===== config.mk =====
export PLATFORM = sky130hd
export DESIGN_NAME = tcf_fault_resp
export DESIGN_NICKNAME = d
export VERILOG_FILES = /design/src/rtl/tcf_pkg.sv /design/src/rtl/tcf_mode_sel.sv /design/src/rtl/tcf_status_bank.sv /design/src/rtl/tcf_fault_resp.sv
export SDC_FILE = /design/constraint.sdc
export NUM_CORES = 1
export LEC_CHECK = 0
export BUFFER_PORTS_ARGS = -buffer_cell sky130_fd_sc_hd__buf_2
export CAP_MARGIN = 20
export CORE_MARGIN = 4
export CORE_UTILIZATION = 37
export CTS_CLUSTER_SIZE = 30
export DETAILED_ROUTE_END_ITERATION = 6
export GPL_ROUTABILITY_DRIVEN = 0
export PLACE_DENSITY_LB_ADDON = 0.3
export SETUP_SLACK_MARGIN = 0.15
export SYNTH_ARGS = -nofsm -noshare
export SYNTH_HDL_FRONTEND = slang
export SYNTH_SLANG_ARGS = --single-unit

===== constraint.sdc =====
create_clock -name clk -period 1 [get_ports clk]
set_input_delay 0.05 -clock clk [delete_from_list [all_inputs] [get_ports clk]]
set_output_delay 0.05 -clock clk [all_outputs]
set_load 0.1 [all_outputs]

===== src/rtl/tcf_pkg.sv =====
package tcf_pkg;
    typedef enum logic [1:0] {
        MODE_OFF   = 2'd0,
        MODE_SYNC  = 2'd1,
        MODE_ASYNC = 2'd2,
        MODE_RSVD  = 2'd3
    } mode_e;

    typedef enum logic [1:0] {
        ST_IDLE,
        ST_SYNC,
        ST_ASYNC,
        ST_RSVD
    } state_e;
endpackage


===== src/rtl/tcf_mode_sel.sv =====
module tcf_mode_sel
    import tcf_pkg::*;
#(
    parameter int CTRL_W  = 64,
    parameter int EL_W    = 2,
    parameter int LO_USER = 38,
    parameter int LO_PRIV = 40
) (
    input  logic [CTRL_W-1:0] ctrl,
    input  logic [EL_W-1:0]   el,
    output mode_e             mode
);
    logic [1:0] user_f, priv_f;

    assign user_f = ctrl[LO_USER +: 2];
    assign priv_f = ctrl[LO_PRIV +: 2];

    always_comb begin
        if (el == '0) mode = mode_e'(user_f);
        else          mode = mode_e'(priv_f);
    end
endmodule


===== src/rtl/tcf_status_bank.sv =====
module tcf_status_bank #(
    parameter int NUM_EL   = 4,
    parameter int EL_W     = 2,
    parameter int STICKY_W = 2,
    localparam int IDX_W   = (STICKY_W > 1) ? $clog2(STICKY_W) : 1
) (
    input  logic                         clk,
    input  logic                         rst_n,
    input  logic                         wr_en,
    input  logic [EL_W-1:0]              wr_el,
    input  logic [STICKY_W-1:0]          wr_data,
    input  logic                         set_en,
    input  logic [EL_W-1:0]              set_el,
    input  logic [IDX_W-1:0]             set_idx,
    output logic [NUM_EL*STICKY_W-1:0]   status
);
    for (genvar g = 0; g < NUM_EL; g++) begin : g_lvl
        logic [STICKY_W-1:0] bits_q, base, set_mask;

        always_comb begin
            base     = (wr_en && wr_el == EL_W'(g)) ? wr_data : bits_q;
            set_mask = '0;
            if (set_en && set_el == EL_W'(g)) set_mask[set_idx] = 1'b1;
        end

        always_ff @(posedge clk or negedge rst_n) begin
            if (!rst_n) bits_q <= '0;
            else        bits_q <= base | set_mask;
        end

        assign status[g*STICKY_W +: STICKY_W] = bits_q;
    end
endmodule


===== src/rtl/tcf_fault_resp.sv =====
module tcf_fault_resp
    import tcf_pkg::*;
#(
    parameter int ADDR_W   = 64,
    parameter int CTRL_W   = 64,
    parameter int EL_W     = 2,
    parameter int STICKY_W = 2,
    parameter int SEL_BIT  = 55,
    parameter int LO_USER  = 38,
    parameter int LO_PRIV  = 40,
    parameter int FSC_W    = 6,
    parameter logic [FSC_W-1:0] FSC = 6'h11,
    localparam int NUM_EL  = 1 << EL_W,
    localparam int IDX_W   = (STICKY_W > 1) ? $clog2(STICKY_W) : 1
) (
    input  logic                       clk,
    input  logic                       rst_n,
    input  logic                       fail_vld,
    input  logic [ADDR_W-1:0]          fail_addr,
    input  logic [EL_W-1:0]            fail_el,
    input  logic                       two_ranges,
    input  logic [CTRL_W-1:0]          ctrl_reg,
    input  logic                       wr_en,
    input  logic [EL_W-1:0]            wr_el,
    input  logic [STICKY_W-1:0]        wr_data,
    output logic                       abort_valid,
    output logic [ADDR_W-1:0]          abort_addr,
    output logic [FSC_W-1:0]           abort_fsc,
    output logic                       abort_from_priv,
    output logic                       rsvd_flag,
    output logic [NUM_EL*STICKY_W-1:0] fault_status
);
    state_e            state_q, state_d;
    mode_e             mode;
    logic [ADDR_W-1:0] addr_q;
    logic [EL_W-1:0]   el_q;
    logic [IDX_W-1:0]  idx_q;
    logic              set_en;

    tcf_mode_sel #(
        .CTRL_W(CTRL_W), .EL_W(EL_W), .LO_USER(LO_USER), .LO_PRIV(LO_PRIV)
    ) u_mode (
        .ctrl(ctrl_reg), .el(fail_el), .mode(mode)
    );

    always_comb begin
        state_d = ST_IDLE;
        if (fail_vld) begin
            unique case (mode)
                MODE_OFF:   state_d = ST_IDLE;
                MODE_SYNC:  state_d = ST_SYNC;
                MODE_ASYNC: state_d = ST_ASYNC;
                MODE_RSVD:  state_d = ST_RSVD;
            endcase
        end
    end

    always_ff @(posedge clk or negedge rst_n) begin
        if (!rst_n) begin
            state_q <= ST_IDLE;
            addr_q  <= '0;
            el_q    <= '0;
            idx_q   <= '0;
        end else begin
            state_q <= state_d;
            if (fail_vld) begin
                addr_q <= fail_addr;
                el_q   <= fail_el;
                idx_q  <= two_ranges ? IDX_W'(fail_addr[SEL_BIT]) : '0;
            end
        end
    end

    always_comb begin
        abort_valid     = 1'b0;
        abort_fsc       = '0;
        abort_from_priv = 1'b0;
        rsvd_flag       = 1'b0;
        set_en          = 1'b0;
        abort_addr      = addr_q;
        unique case (state_q)
            ST_IDLE: ;
            ST_SYNC: begin
                abort_valid     = 1'b1;
                abort_fsc       = FSC;
                abort_from_priv = (el_q != '0);
            end
            ST_ASYNC: set_en    = 1'b1;
            ST_RSVD:  rsvd_flag = 1'b1;
        endcase
    end

    tcf_status_bank #(
        .NUM_EL(NUM_EL), .EL_W(EL_W), .STICKY_W(STICKY_W)
    ) u_bank (
        .clk(clk), .rst_n(rst_n),
        .wr_en(wr_en), .wr_el(wr_el), .wr_data(wr_data),
        .set_en(set_en), .set_el(el_q), .set_idx(idx_q),
        .status(fault_status)
    );
endmodule


* Yosys cells after proc, flatten, opt, wreduce, memory -nomap -nowiden *
Cells that the tools add are included.
W data, S select, Z words.

cells by class
  reductions and logical operators = 14
  bitwise operators = 4
  equal/unequal tests = 12
  $lt $le $gt $ge = 2
  muxes and demuxes = 19

operator list
  operator              count
  $mux W2               10
  $eq A2 B2 Y1 const B  8
  $logic_and A1 B1 Y1   9
  $eq A2 B1 Y1 const B  4
  $logic_not A2 Y1      4
  $or A2 B2 Y2          4
  $pmux W2 S4           1
  $mux W1               6
  $mux W5               1
  $lt A1 B2 Y1 const B  1
  $reduce_bool A2 Y1    1
  $demux W1 S1          1
  $ge A1 B1 Y1 const B  1

word-level totals
  register bits after elaboration = 77
  output and inout bits = 81
  input port bits = 139
  word-level logic and storage cells = 59

* Logic depth before layout (Yosys ltp) *
Gate-level depths: netlist (run 1).

  word-level depth = 6
  mapped depth = 4
  depth with buffers taken out = 3

* Modules after synthesis *
Synthesis (run 1) repeated with hierarchy kept, for this count alone.

second synthesis, totals
  cell total of the unflattened synthesis = 203
  area total of the unflattened synthesis = 3462.1 µm²

modules (own cells, without submodules)
  module           area each (µm²)  cells each  sequential area each (µm²)  times used
  tcf_fault_resp   2961.6           159         1726.7                      1
  tcf_status_bank  471.7            41          200.2                       1
  tcf_mode_sel     28.8             3           0.0                         1

* Worst setup path before layout (run 1) *
OpenSTA, ideal clock, no wires.

  kind = reg2out
  from = register state_q[1]
  to = output abort_from_priv
  data required time = 0.950 ns
  setup slack = -0.797 ns
  path buffers = 0
  cell stages (with the launch flop) = 3
  arrival = 1.747 ns
  cell sequence = dfrtp_1 and2b_2 o21a_1

between the ends
  cells in the longest elaborated chain, start to end = 2

RTL lines
  element                 RTL line              text
  from (decl)             tcf_fault_resp.sv:33  state_e state_q, state_d;
  from (signal assigned)  tcf_fault_resp.sv:65  state_q <= state_d;
  $eq A2 B1 Y1            tcf_fault_resp.sv:81  unique case (state_q)
  $mux W1                 tcf_fault_resp.sv:81
  to (decl)               tcf_fault_resp.sv:29  output logic abort_from_priv,

No other way between the ends.

* Worst setup path after layout (run 1) *
Same ends and word-level chain as after synthesis.

==> out/metrics.cfg, run 1 <==
[outcome]
status=finished, violations left
violations=negative setup slack

[synth]
synth_compound_area_share_pct=2.88
synthCells=196
yosysUniqueCellTypes=21
synth.avg_cell_area_um2=15.5
synthXorXnorAreaFrac_pct=0
synth_seq_cells=77
synth-simple-area-share_pct=3.00
ys_warn_count=0
synth-adder-area-share_pct=0
synth_top_family_by_area=multiplexers
netlist_area_um2=3040
yosys-mux-area-fraction_pct=27.1
ys_seq_area_share_pct=63.4

[clocking]
numClockSinks=77
cts_buffers=9
htree_levels=3
clk_pin_slew_worst_paths_ps=70
cts_tree=built
cts.path.max_buffers=2
insertion_delay_ps=330
cts_root_buffer=clkbuf_8

[sta]
fin_ws_ps=-339
fmax_ghz=0.747
period_needed_ps=1340
hold_viol_final=0
grt_setup_unrepaired=yes
skew_ps=6.18
finalCritPeriodShare_pct=134
slew_viol_final=0
setup_violations=81

[pwr]
p_leak_uw=0.00280
netSwitchingPower_uw=4720
clkPwrFrac_pct=21.5
switching_share_pct=39.7
p_comb_share_pct=44.3
p_seq_share_pct=34.2
internal-power_uw=7150
p_total_uw=11900
peakVddDrop_uv=1160
powerDensity_nw_per_um2=1850

[setup_path]
crit-reg2reg-launch=state_q[1]$_DFF_PN0_
start_kind=flip-flop
reg2reg_depth=5
worst_setup_path_end_kind=output pin
cp.arrival_ps=1290
critPathRequiredTime_ps=950
crit_type=flip-flop to output pin
reg2reg_setup_slack_ps=-260
r2r-end=u_bank.g_lvl[1].bits_q[1]$_DFF_PN0_
path_max_fanout=2

[die]
dieArea_um2=9730
start_util_pct=38.7
fp.dieH_um=98.7
rows=32
fp.dieW_um=98.7
core-area_um2=7850
ioPinCount=220

[hold_path]
hold_class=input port to flip-flop
hold_depth=3
hold_start=ctrl_reg[41]
hold_path_end=state_q[1]$_DFF_PN0_

[final_layout]
final_nets=573
final_area_um2=6430
nFillCells=421
drive_above_1_share_pct=75.6
antennaDiodeCount=0
syn2layout_area_growth_pct=112

[routing]
drcViolationCount=0
dr.pass1.iters=4
drtIter0Drc=64
wl_per_cell_um=17.7
viasPerCell=4.55
ant_nets=0
vias=2455
totalWireLength_mm=9.54

[global_routing]
overflow=0
grt_pass1_vias=2982
grt_start_max_net_pins=78
grt_pass1_wl_mm=15.5
antenna_found_initial=0
grt_use_total_pct=20.2

[placement]
dp_hpwl_mm=6.01
port_buffers=155
placed_area_um2=5360

[job]
drv_cap=0

==> final cells by class <==
cell class | count | area (µm²) | share of cell area (%)
Sequential cell | 77 | 2190 | 34.1
Timing Repair Buffer | 239 | 2810 | 43.7
Clock buffer | 10 | 138 | 2.14
Tap cell | 102 | 128 | 1.98
Inverter | 1 | 3.75 | 0.0584
Clock inverter | 5 | 75.1 | 1.17
Multi-Input combinational cell | 106 | 1080 | 16.8
==> cells in the mapped netlist, drive strengths merged <==
cell	instances	area, µm²
a21boi	2	15.0
and2	1	7.51
and2b	1	8.76
buf	14	100
clkbuf	1	3.75
conb	1	3.75
dfrtp	77	1930
inv	1	3.75
mux2	66	743
mux2i	8	80.1
nand2	4	15.0
nand3	2	10.0
nand3b	3	22.5
nor2	1	3.75
nor3b	1	12.5
o21a	1	7.51
o21ai	7	35.0
o31ai	4	30.0
or3b	1	11.3
==> flip-flops by register name (all words and copies together), names as in the netlist <==
register and flops:
idx_q 1, state_q 2, abort_addr 64, el_q 2, u_bank.g_lvl.bits_q 8
==> through the flow <==
stage	TNS, ps	cells	hold slack (ps)	setup slack (ps)	utilization [%]
4_1_cts	-6710	533	3.82	-351	80.5
6_report	-6240	540	19.7	-339	82.0
3_5_place_dp	-263	445	109	-107	68.4
5_1_grt	-9160	540	20.0	-384	82.0
2_1_floorplan	-2200	199	-246	-277	-
3_3_place_gp	-160	445	102	-82.3	68.4
==> critical path: stages (launching register included) <==
cell,delay [ps]
dfrtp_1,380
and2b_4,280
o21a_4,130
buf_12,160
==> cells in the final DEF (no fill, tap or decap), drive strengths merged <==
cell,count
nand3,2
conb,4
o31ai,4
and2b,1
clkbuf,10
nor3b,1
and2,1
dfrtp,77
clkinv,3
dlygate4sd3,70
mux2,66
nand3b,3
o21ai,7
nand2,4
o21a,1
a21boi,2
or3b,1
bufinv,2
nor2,1
buf,169
mux2i,8
inv,1
==> how the worst max path moves through the flow <==
stage,startpoint,end,slack [ps],cells past startpoint
finish,state_q[1]$_DFF_PN0_,abort_from_priv,-340,3
detailed placement,state_q[0]$_DFF_PN0_,u_bank.g_lvl[0].bits_q[1]$_DFF_PN0_,-110,2
CTS,state_q[1]$_DFF_PN0_,abort_from_priv,-350,3
global placement,state_q[0]$_DFF_PN0_,u_bank.g_lvl[0].bits_q[1]$_DFF_PN0_,-80,2
floorplan,state_q[1]$_DFF_PN0_,abort_from_priv,-280,2
global route,state_q[1]$_DFF_PN0_,abort_from_priv,-380,3
==> metal layers <==
metal  track usage (%)  share of wire [%]
met5                 0                  0
met4              6.72                1.2
met3              5.38                6.2
met2              39.4                 60
met1              20.7                 33
==> timing repair <==
action,in CTS,in global routing
hold buffers,70,0
hold endpoints to repair,150,0
gates resized for setup,5,17
endpoints found under the setup margin,150,150
setup buffers,3,7
pin swaps,0,1
==> kinds of logic (layout without fill, tap and decap cells) <==
| logic type | count (synthesis) | count (layout) |
|---|---|---|
| DFF | 77 | 77 |
| other | 1 | 4 |
| and+or+nand+nor | 14 | 14 |
| muxes | 74 | 74 |
| AOI/OAI and AO/OA | 14 | 14 |
| buffers and inverters | 16 | 255 |
==> power by group through the flow <==
| stage | clock network [µW] | logic [µW] | registers [µW] |
|---|---|---|---|
| 6_report | 2550 | 5260 | 4060 |
| 5_1_grt | 2760 | 5410 | 4120 |
| 4_1_cts | 2590 | 5180 | 4050 |
| 3_5_place_dp | 0 | 4930 | 4120 |
| 3_3_place_gp | 0 | 4870 | 4090 |
| 2_1_floorplan | 0 | 635 | 6380 |
Power figures use the tool's default switching activity.
==> run 2, diff against run 1 <==
--- a/config.mk
+++ b/config.mk
@@ -8,7 +8,7 @@
 export BUFFER_PORTS_ARGS = -buffer_cell sky130_fd_sc_hd__buf_2
 export CAP_MARGIN = 20
 export CORE_MARGIN = 4
-export CORE_UTILIZATION = 37
+export CORE_UTILIZATION = 38
 export CTS_CLUSTER_SIZE = 30
 export DETAILED_ROUTE_END_ITERATION = 6
 export GPL_ROUTABILITY_DRIVEN = 0
@@ -16,4 +16,5 @@
 export SETUP_SLACK_MARGIN = 0.15
 export SYNTH_ARGS = -nofsm -noshare
 export SYNTH_HDL_FRONTEND = slang
+export SYNTH_HIERARCHICAL = 1
 export SYNTH_SLANG_ARGS = --single-unit
==> constraint.sdc (replaced) <==
create_clock -name clk -period 1 [get_ports clk]
set_input_delay 0.1 -clock clk [delete_from_list [all_inputs] [get_ports clk]]
set_output_delay 0.1 -clock clk [all_outputs]
set_load 0.1 [all_outputs]
==> out/metrics.cfg, run 2 <==
[clocking]
numClockSinks=77  ; unchanged
insertion_delay_ps=330  ; about the same
htree_levels=3  ; unchanged
cts_root_buffer=clkbuf_8  ; unchanged
cts_tree=built  ; unchanged
cts.path.max_buffers=2  ; unchanged
clk_pin_slew_worst_paths_ps=70  ; about the same
cts_buffers=9  ; unchanged

[setup_path]
reg2reg_setup_slack_ps=-290  ; was -260 ps
r2r-end=u_bank/g_lvl[1].bits_q[1]$_DFF_PN0_  ; was u_bank.g_lvl[1].bits_q[1]$_DFF_PN0_
worstSetupStartpoint=state_q[1]$_DFF_PN0_  ; unchanged
cp.arrival_ps=1310  ; was 1290 ps
critPathRequiredTime_ps=900  ; was 950 ps
crit_type=flip-flop to output pin  ; unchanged
start_kind=flip-flop  ; unchanged
worst_setup_path_end_kind=output pin  ; unchanged
reg2reg_depth=4  ; was 5
path_max_fanout=2  ; unchanged
crit-reg2reg-launch=state_q[1]$_DFF_PN0_  ; unchanged

[synth]
synth-edff-count=0  ; unchanged
async_flop_share_pct=100  ; unchanged
netlist_area_um2=3460  ; was 3040 µm²
ys_warn_count=6  ; was 0
synthCells=203  ; was 196
synth_top_area_share_pct=55.7  ; was 63.4%
ys.flop_type=dfrtp_1  ; unchanged
synth.avg_cell_area_um2=17.1  ; was 15.5 µm²
synth.largest_area_cell=dfrtp_1  ; unchanged
yosysMostFrequentCell=dfrtp_1  ; unchanged
yosysUniqueCellTypes=26  ; was 21
ys_seq_area_share_pct=55.7  ; was 63.4%
synth_seq_cells=77  ; unchanged
ys_top_cells_by_area=dfrtp_1 56%, mux2_4 29%, buf_12 3.5%  ; was dfrtp_1 63%, mux2_2 24%, buf_4 3.0%
yosys-top-cells-count=77 x dfrtp_1, 66 x mux2_4, 7 x buf_4  ; was 77 x dfrtp_1, 66 x mux2_2, 12 x buf_4

[hold_path]
hold_class=input port to flip-flop  ; unchanged
hold_start=fail_addr[23]  ; was ctrl_reg[41]
hold_path_end=abort_addr[23]$_DFFE_PN0P_  ; was state_q[1]$_DFF_PN0_
hold_depth=2  ; was 3

[pwr]
p_total_uw=11900  ; about the same
powerDensity_nw_per_um2=1750  ; was 1850 nW/µm²
p_leak_uw=0.00311  ; was 0.00280 µW
peakVddDrop_uv=1070  ; was 1160 µV

[global_routing]
grt_pass1_wl_mm=14.9  ; was 15.5 mm
grt_use_total_pct=18.7  ; was 20.2%
grt_pass1_vias=2941  ; was 2982
grt_start_max_net_pins=78  ; unchanged
antenna_found_initial=0  ; unchanged
overflow=0  ; unchanged

[outcome]
violations=negative setup slack  ; unchanged
status=finished, violations left  ; unchanged

[placement]
placed_area_um2=5750  ; was 5360 µm²
dp_hpwl_mm=6.20  ; was 6.01 mm
port_buffers=155  ; unchanged

[final_layout]
final_area_um2=6790  ; was 6430 µm²
layout_commonest_cell=buf_12  ; unchanged
postLayoutCoreUtil_pct=77.1  ; was 82.0%
final_cell_mix=81 x buf_12, 76 x buf_2, 66 x mux2_4, 66 x dfrtp_4, 65 x dlygate4sd3_1  ; was 81 x buf_12, 77 x buf_2, 70 x dfrtp_4, 70 x dlygate4sd3_1, 55 x mux2_2
antennaDiodeCount=0  ; unchanged
final_nets=586  ; was 573
drive_above_1_share_pct=77.7  ; was 75.6%
largest_reg_flops=64  ; unchanged
syn2layout_area_growth_pct=96.2  ; was 112%

[die]
ioPinCount=220  ; unchanged
fp.dieH_um=103  ; was 98.7 µm
fp.dieW_um=103  ; was 98.7 µm
dieArea_um2=10700  ; was 9730 µm²
start_util_pct=39.3  ; was 38.7%
core-area_um2=8810  ; was 7850 µm²
rows=34  ; was 32

[sta]
finalCritPeriodShare_pct=141  ; was 134%
setup_violations=89  ; was 81
fmax_ghz=0.707  ; was 0.747 GHz
skew_ps=6.69  ; was 6.18 ps
period_needed_ps=1410  ; was 1340 ps
hold_viol_final=0  ; unchanged
fin_ws_ps=-414  ; was -339 ps
grt_setup_unrepaired=yes  ; unchanged
slew_viol_final=0  ; unchanged
setup_tns_ps=-10900  ; was -6240 ps

[routing]
vias=2580  ; was 2455
viasPerCell=4.61  ; was 4.55
drcViolationCount=0  ; unchanged
drtIter0Drc=58  ; was 64
totalWireLength_mm=10.1  ; was 9.54 mm
ant_nets=0  ; unchanged
dr.pass1.iters=4  ; unchanged
wl_per_cell_um=18.1  ; was 17.7 µm

[job]
drv_cap=0  ; unchanged

-- run 2: worst max-delay path by stage --
stage | to | slack [ps]
floorplan | abort_from_priv | -460
global placement | u_bank/g_lvl[1].bits_q[1]$_DFF_PN0_ | -120
detailed placement | u_bank/g_lvl[0].bits_q[0]$_DFF_PN0_ | -160
CTS | abort_from_priv | -450
global route | abort_from_priv | -490
finish | abort_from_priv | -410
-- run 2: area by class of cell --
cell class / count / area, µm²
clock inverters: 4 / 50.0
multi-input cells: 109 / 1380
well taps: 108 / 135
repair buffers: 247 / 2880
fillers: 493 / 2010
clock buffers: 12 / 145
flip-flops and latches: 77 / 2190
inverters: 3 / 11.3
-- run 2: what timing repair did --
item,in CTS,in global routing
pin swaps,1,1
hold buffers,64,1
endpoints found under the setup margin,151,152
endpoints found under the hold margin,140,1
buffers inserted,12,4
resized for setup,12,10
-- run 2: report_power, final --
group          switching, µW  internal, µW  total (µW)
combinational           3230          2240        5470
sequential               406          3650        4060
clock                   1120          1220        2350
-- run 2: cell families after synthesis --
logic type      share of synthesized area, %
simple gates                            6.40
other cells                            0.108
flops                                   55.7
mux                                     29.3
buf+inv                                 6.25
compound gates                          2.31
-- run 2: critical path, cell delays in order (launching register included) --
cell and delay (ps):
dfrtp_1 400, buf_6 130, nor2b_4 140, o21a_4 150, buf_12 160
-- run 2: through the flow --
stage / hold WS, ps / std cells / worst slack (ps)
global placement: 155 / 463 / -117
floorplan: -196 / 206 / -456
CTS: 1.15 / 555 / -448
detailed placement: 156 / 463 / -164
global route: 7.59 / 560 / -486
finish: 25.2 / 560 / -414
-- run 2: layer usage --
metal  global-route usage [%]  vias up  wire length (µm)
li1                         -     1201                 -
met3                     3.76       13               528
met1                     20.7     1278              3730
met5                        0        -                 0
met4                     8.17        0               203
met2                     34.3       88              5680
==> run 3, diff against run 2 <==
--- a/config.mk
+++ b/config.mk
@@ -12,6 +12,7 @@
 export CTS_CLUSTER_SIZE = 30
 export DETAILED_ROUTE_END_ITERATION = 6
 export GPL_ROUTABILITY_DRIVEN = 0
+export MAX_ROUTING_LAYER = met4
 export PLACE_DENSITY_LB_ADDON = 0.3
 export SETUP_SLACK_MARGIN = 0.15
 export SYNTH_ARGS = -nofsm -noshare
==> out/metrics.cfg, run 3 (synthesized netlist as in run 2, its figures left out) <==
[outcome]
status=finished, violations left  ; unchanged
violations=negative setup slack  ; unchanged

[setup_path]
crit_chain=buf_6, nor2b_4, o21a_4, buf_12  ; unchanged
reg2reg_depth=4  ; unchanged
critPathRequiredTime_ps=900  ; about the same
start_kind=flip-flop  ; unchanged
critPathMaxStageDelay_ps=400  ; about the same
path_max_fanout=2  ; unchanged
path_buf_inv=2  ; unchanged
critical_path.top_delay_family=flip-flops  ; unchanged
crit_type=flip-flop to output pin  ; unchanged
cpMaxStageDelayCell=dfrtp_1  ; unchanged
worst_setup_path_end_kind=output pin  ; unchanged
worstSetupPathDepth=4  ; unchanged
cp.arrival_ps=1320  ; was 1310 ps

[placement]
dp_hpwl_mm=6.20  ; unchanged
port_buffers=155  ; unchanged
dp.cells=463  ; unchanged
placed_area_um2=5750  ; unchanged

[final_layout]
fin_cells=560  ; unchanged
final_area_um2=6790  ; unchanged
largest_reg_flops=64  ; unchanged
final_cell_mix=81 x buf_12, 76 x buf_2, 66 x mux2_4, 66 x dfrtp_4, 65 x dlygate4sd3_1  ; unchanged
layout_commonest_cell=buf_12  ; unchanged
drive_above_1_share_pct=77.7  ; unchanged
final_nets=586  ; unchanged
syn2layout_area_growth_pct=96.2  ; unchanged
antennaDiodeCount=0  ; unchanged
postLayoutCoreUtil_pct=77.1  ; unchanged

[job]
drv_cap=0  ; unchanged

[die]
start_util_pct=39.3  ; unchanged
fp.dieW_um=103  ; unchanged
dieArea_um2=10700  ; unchanged
core-area_um2=8810  ; unchanged
ioPinCount=220  ; unchanged
rows=34  ; unchanged
fp.dieH_um=103  ; unchanged

[sta]
finalCritPeriodShare_pct=142  ; was 141%
period_needed_ps=1420  ; was 1410 ps
fin_ws_ps=-420  ; was -414 ps
skew_ps=7.65  ; was 6.69 ps
setup_violations=89  ; unchanged
grt_setup_unrepaired=yes  ; unchanged
setup_tns_ps=-11190  ; was -10900 ps
fmax_ghz=0.704  ; was 0.707 GHz
slew_viol_final=0  ; unchanged
hold_viol_final=0  ; unchanged
holdWs_ps=23.2  ; was 25.2 ps

[routing]
dr.pass1.iters=4  ; unchanged
drtIter0Drc=74  ; was 58
drcViolationCount=0  ; unchanged
viasPerCell=4.65  ; was 4.61
vias=2605  ; was 2580
wl_per_cell_um=18.1  ; about the same
totalWireLength_mm=10.1  ; about the same
ant_nets=0  ; unchanged

[global_routing]
grt_start_max_net_pins=78  ; unchanged
grt_pass1_wl_mm=15.0  ; was 14.9 mm
antenna_found_initial=0  ; unchanged
grt_pass1_vias=2931  ; was 2941
grt_use_total_pct=19.3  ; was 18.7%
overflow=0  ; unchanged

[clocking]
clk_pin_slew_worst_paths_ps=70  ; about the same
cts_root_buffer=clkbuf_8  ; unchanged
htree_levels=3  ; unchanged
cts_tree=built  ; unchanged
numClockSinks=77  ; unchanged
cts.path.max_buffers=2  ; unchanged
cts_buffers=9  ; unchanged
insertion_delay_ps=340  ; was 330 ps

[pwr]
powerDensity_nw_per_um2=1750  ; about the same
peakVddDrop_uv=1080  ; was 1070 µV
p_leak_uw=0.00311  ; unchanged

[hold_path]
hold_class=input port to flip-flop  ; unchanged
hold_depth=2  ; unchanged

## run 3: cell counts in the layout (fill, tap and decap cells not counted)
No cell type changed its count.
## run 3: cell type report
| type | count | area (µm²) |
|---|---|---|
| clock buffers | 12 | 145 |
| clock inverters | 4 | 50.0 |
| fillers | 493 | 2010 |
| inverters | 3 | 11.3 |
| multi-input cells | 109 | 1380 |
| flip-flops and latches | 77 | 2190 |
| well taps | 108 | 135 |
| repair buffers | 247 | 2880 |
## run 3: routing by layer
metal | global-route usage, % | part of all wire, % | vias up
li1 | - | - | 1200
met1 | 21.6 | 37 | 1286
met2 | 34.3 | 56 | 103
met4 | 8.17 | 2.1 | 0
met5 | - | 0 | -
met3 | 2.62 | 4.4 | 16
## run 3: repair_timing
| item | CTS | global route |
|---|---|---|
| gates resized for setup | 12 | 10 |
| endpoints found under the setup margin | 151 | 152 |
| hold buffers | 64 | 1 |
| buffers inserted | 12 | 4 |
| hold endpoints to repair | 140 | 1 |
| pin swaps | 1 | 1 |
## run 3: final timing paths
| kind | start | endpoint | slack (ps) |
|---|---|---|---|
| max in group asynchronous | rst_n | abort_addr[9]$_DFFE_PN0P_ | 310 |
| hold reg to reg | u_bank/g_lvl[1].bits_q[1]$_DFF_PN0_ | u_bank/g_lvl[1].bits_q[1]$_DFF_PN0_ | 540 |
| setup reg to reg | state_q[1]$_DFF_PN0_ | u_bank/g_lvl[1].bits_q[1]$_DFF_PN0_ | -290 |
| min in group asynchronous | rst_n | u_bank/g_lvl[3].bits_q[1]$_DFF_PN0_ | 350 |
| setup / recovery | state_q[1]$_DFF_PN0_ | abort_from_priv | -420 |
| hold / removal | fail_addr[23] | abort_addr[23]$_DFFE_PN0P_ | 20 |
## run 3: where the power goes
part	switching, µW	total, µW	internal, µW
clock network	1140	2360	1220
registers	407	4060	3650
logic	3230	5470	2240
## run 3: stage by stage
stage	worst slack (ps)	power, µW
2_1_floorplan	-456	7230
3_3_place_gp	-117	9160
3_5_place_dp	-164	9220
4_1_cts	-448	11900
5_1_grt	-488	12300
6_report	-420	11900
## run 3: worst register-to-register path, cell delays in order, from the launching register on
cell     delay (ps)
dfrtp_1         400
buf_4           130
nor2b_2         180
and4b_1         210
a211o_1         260
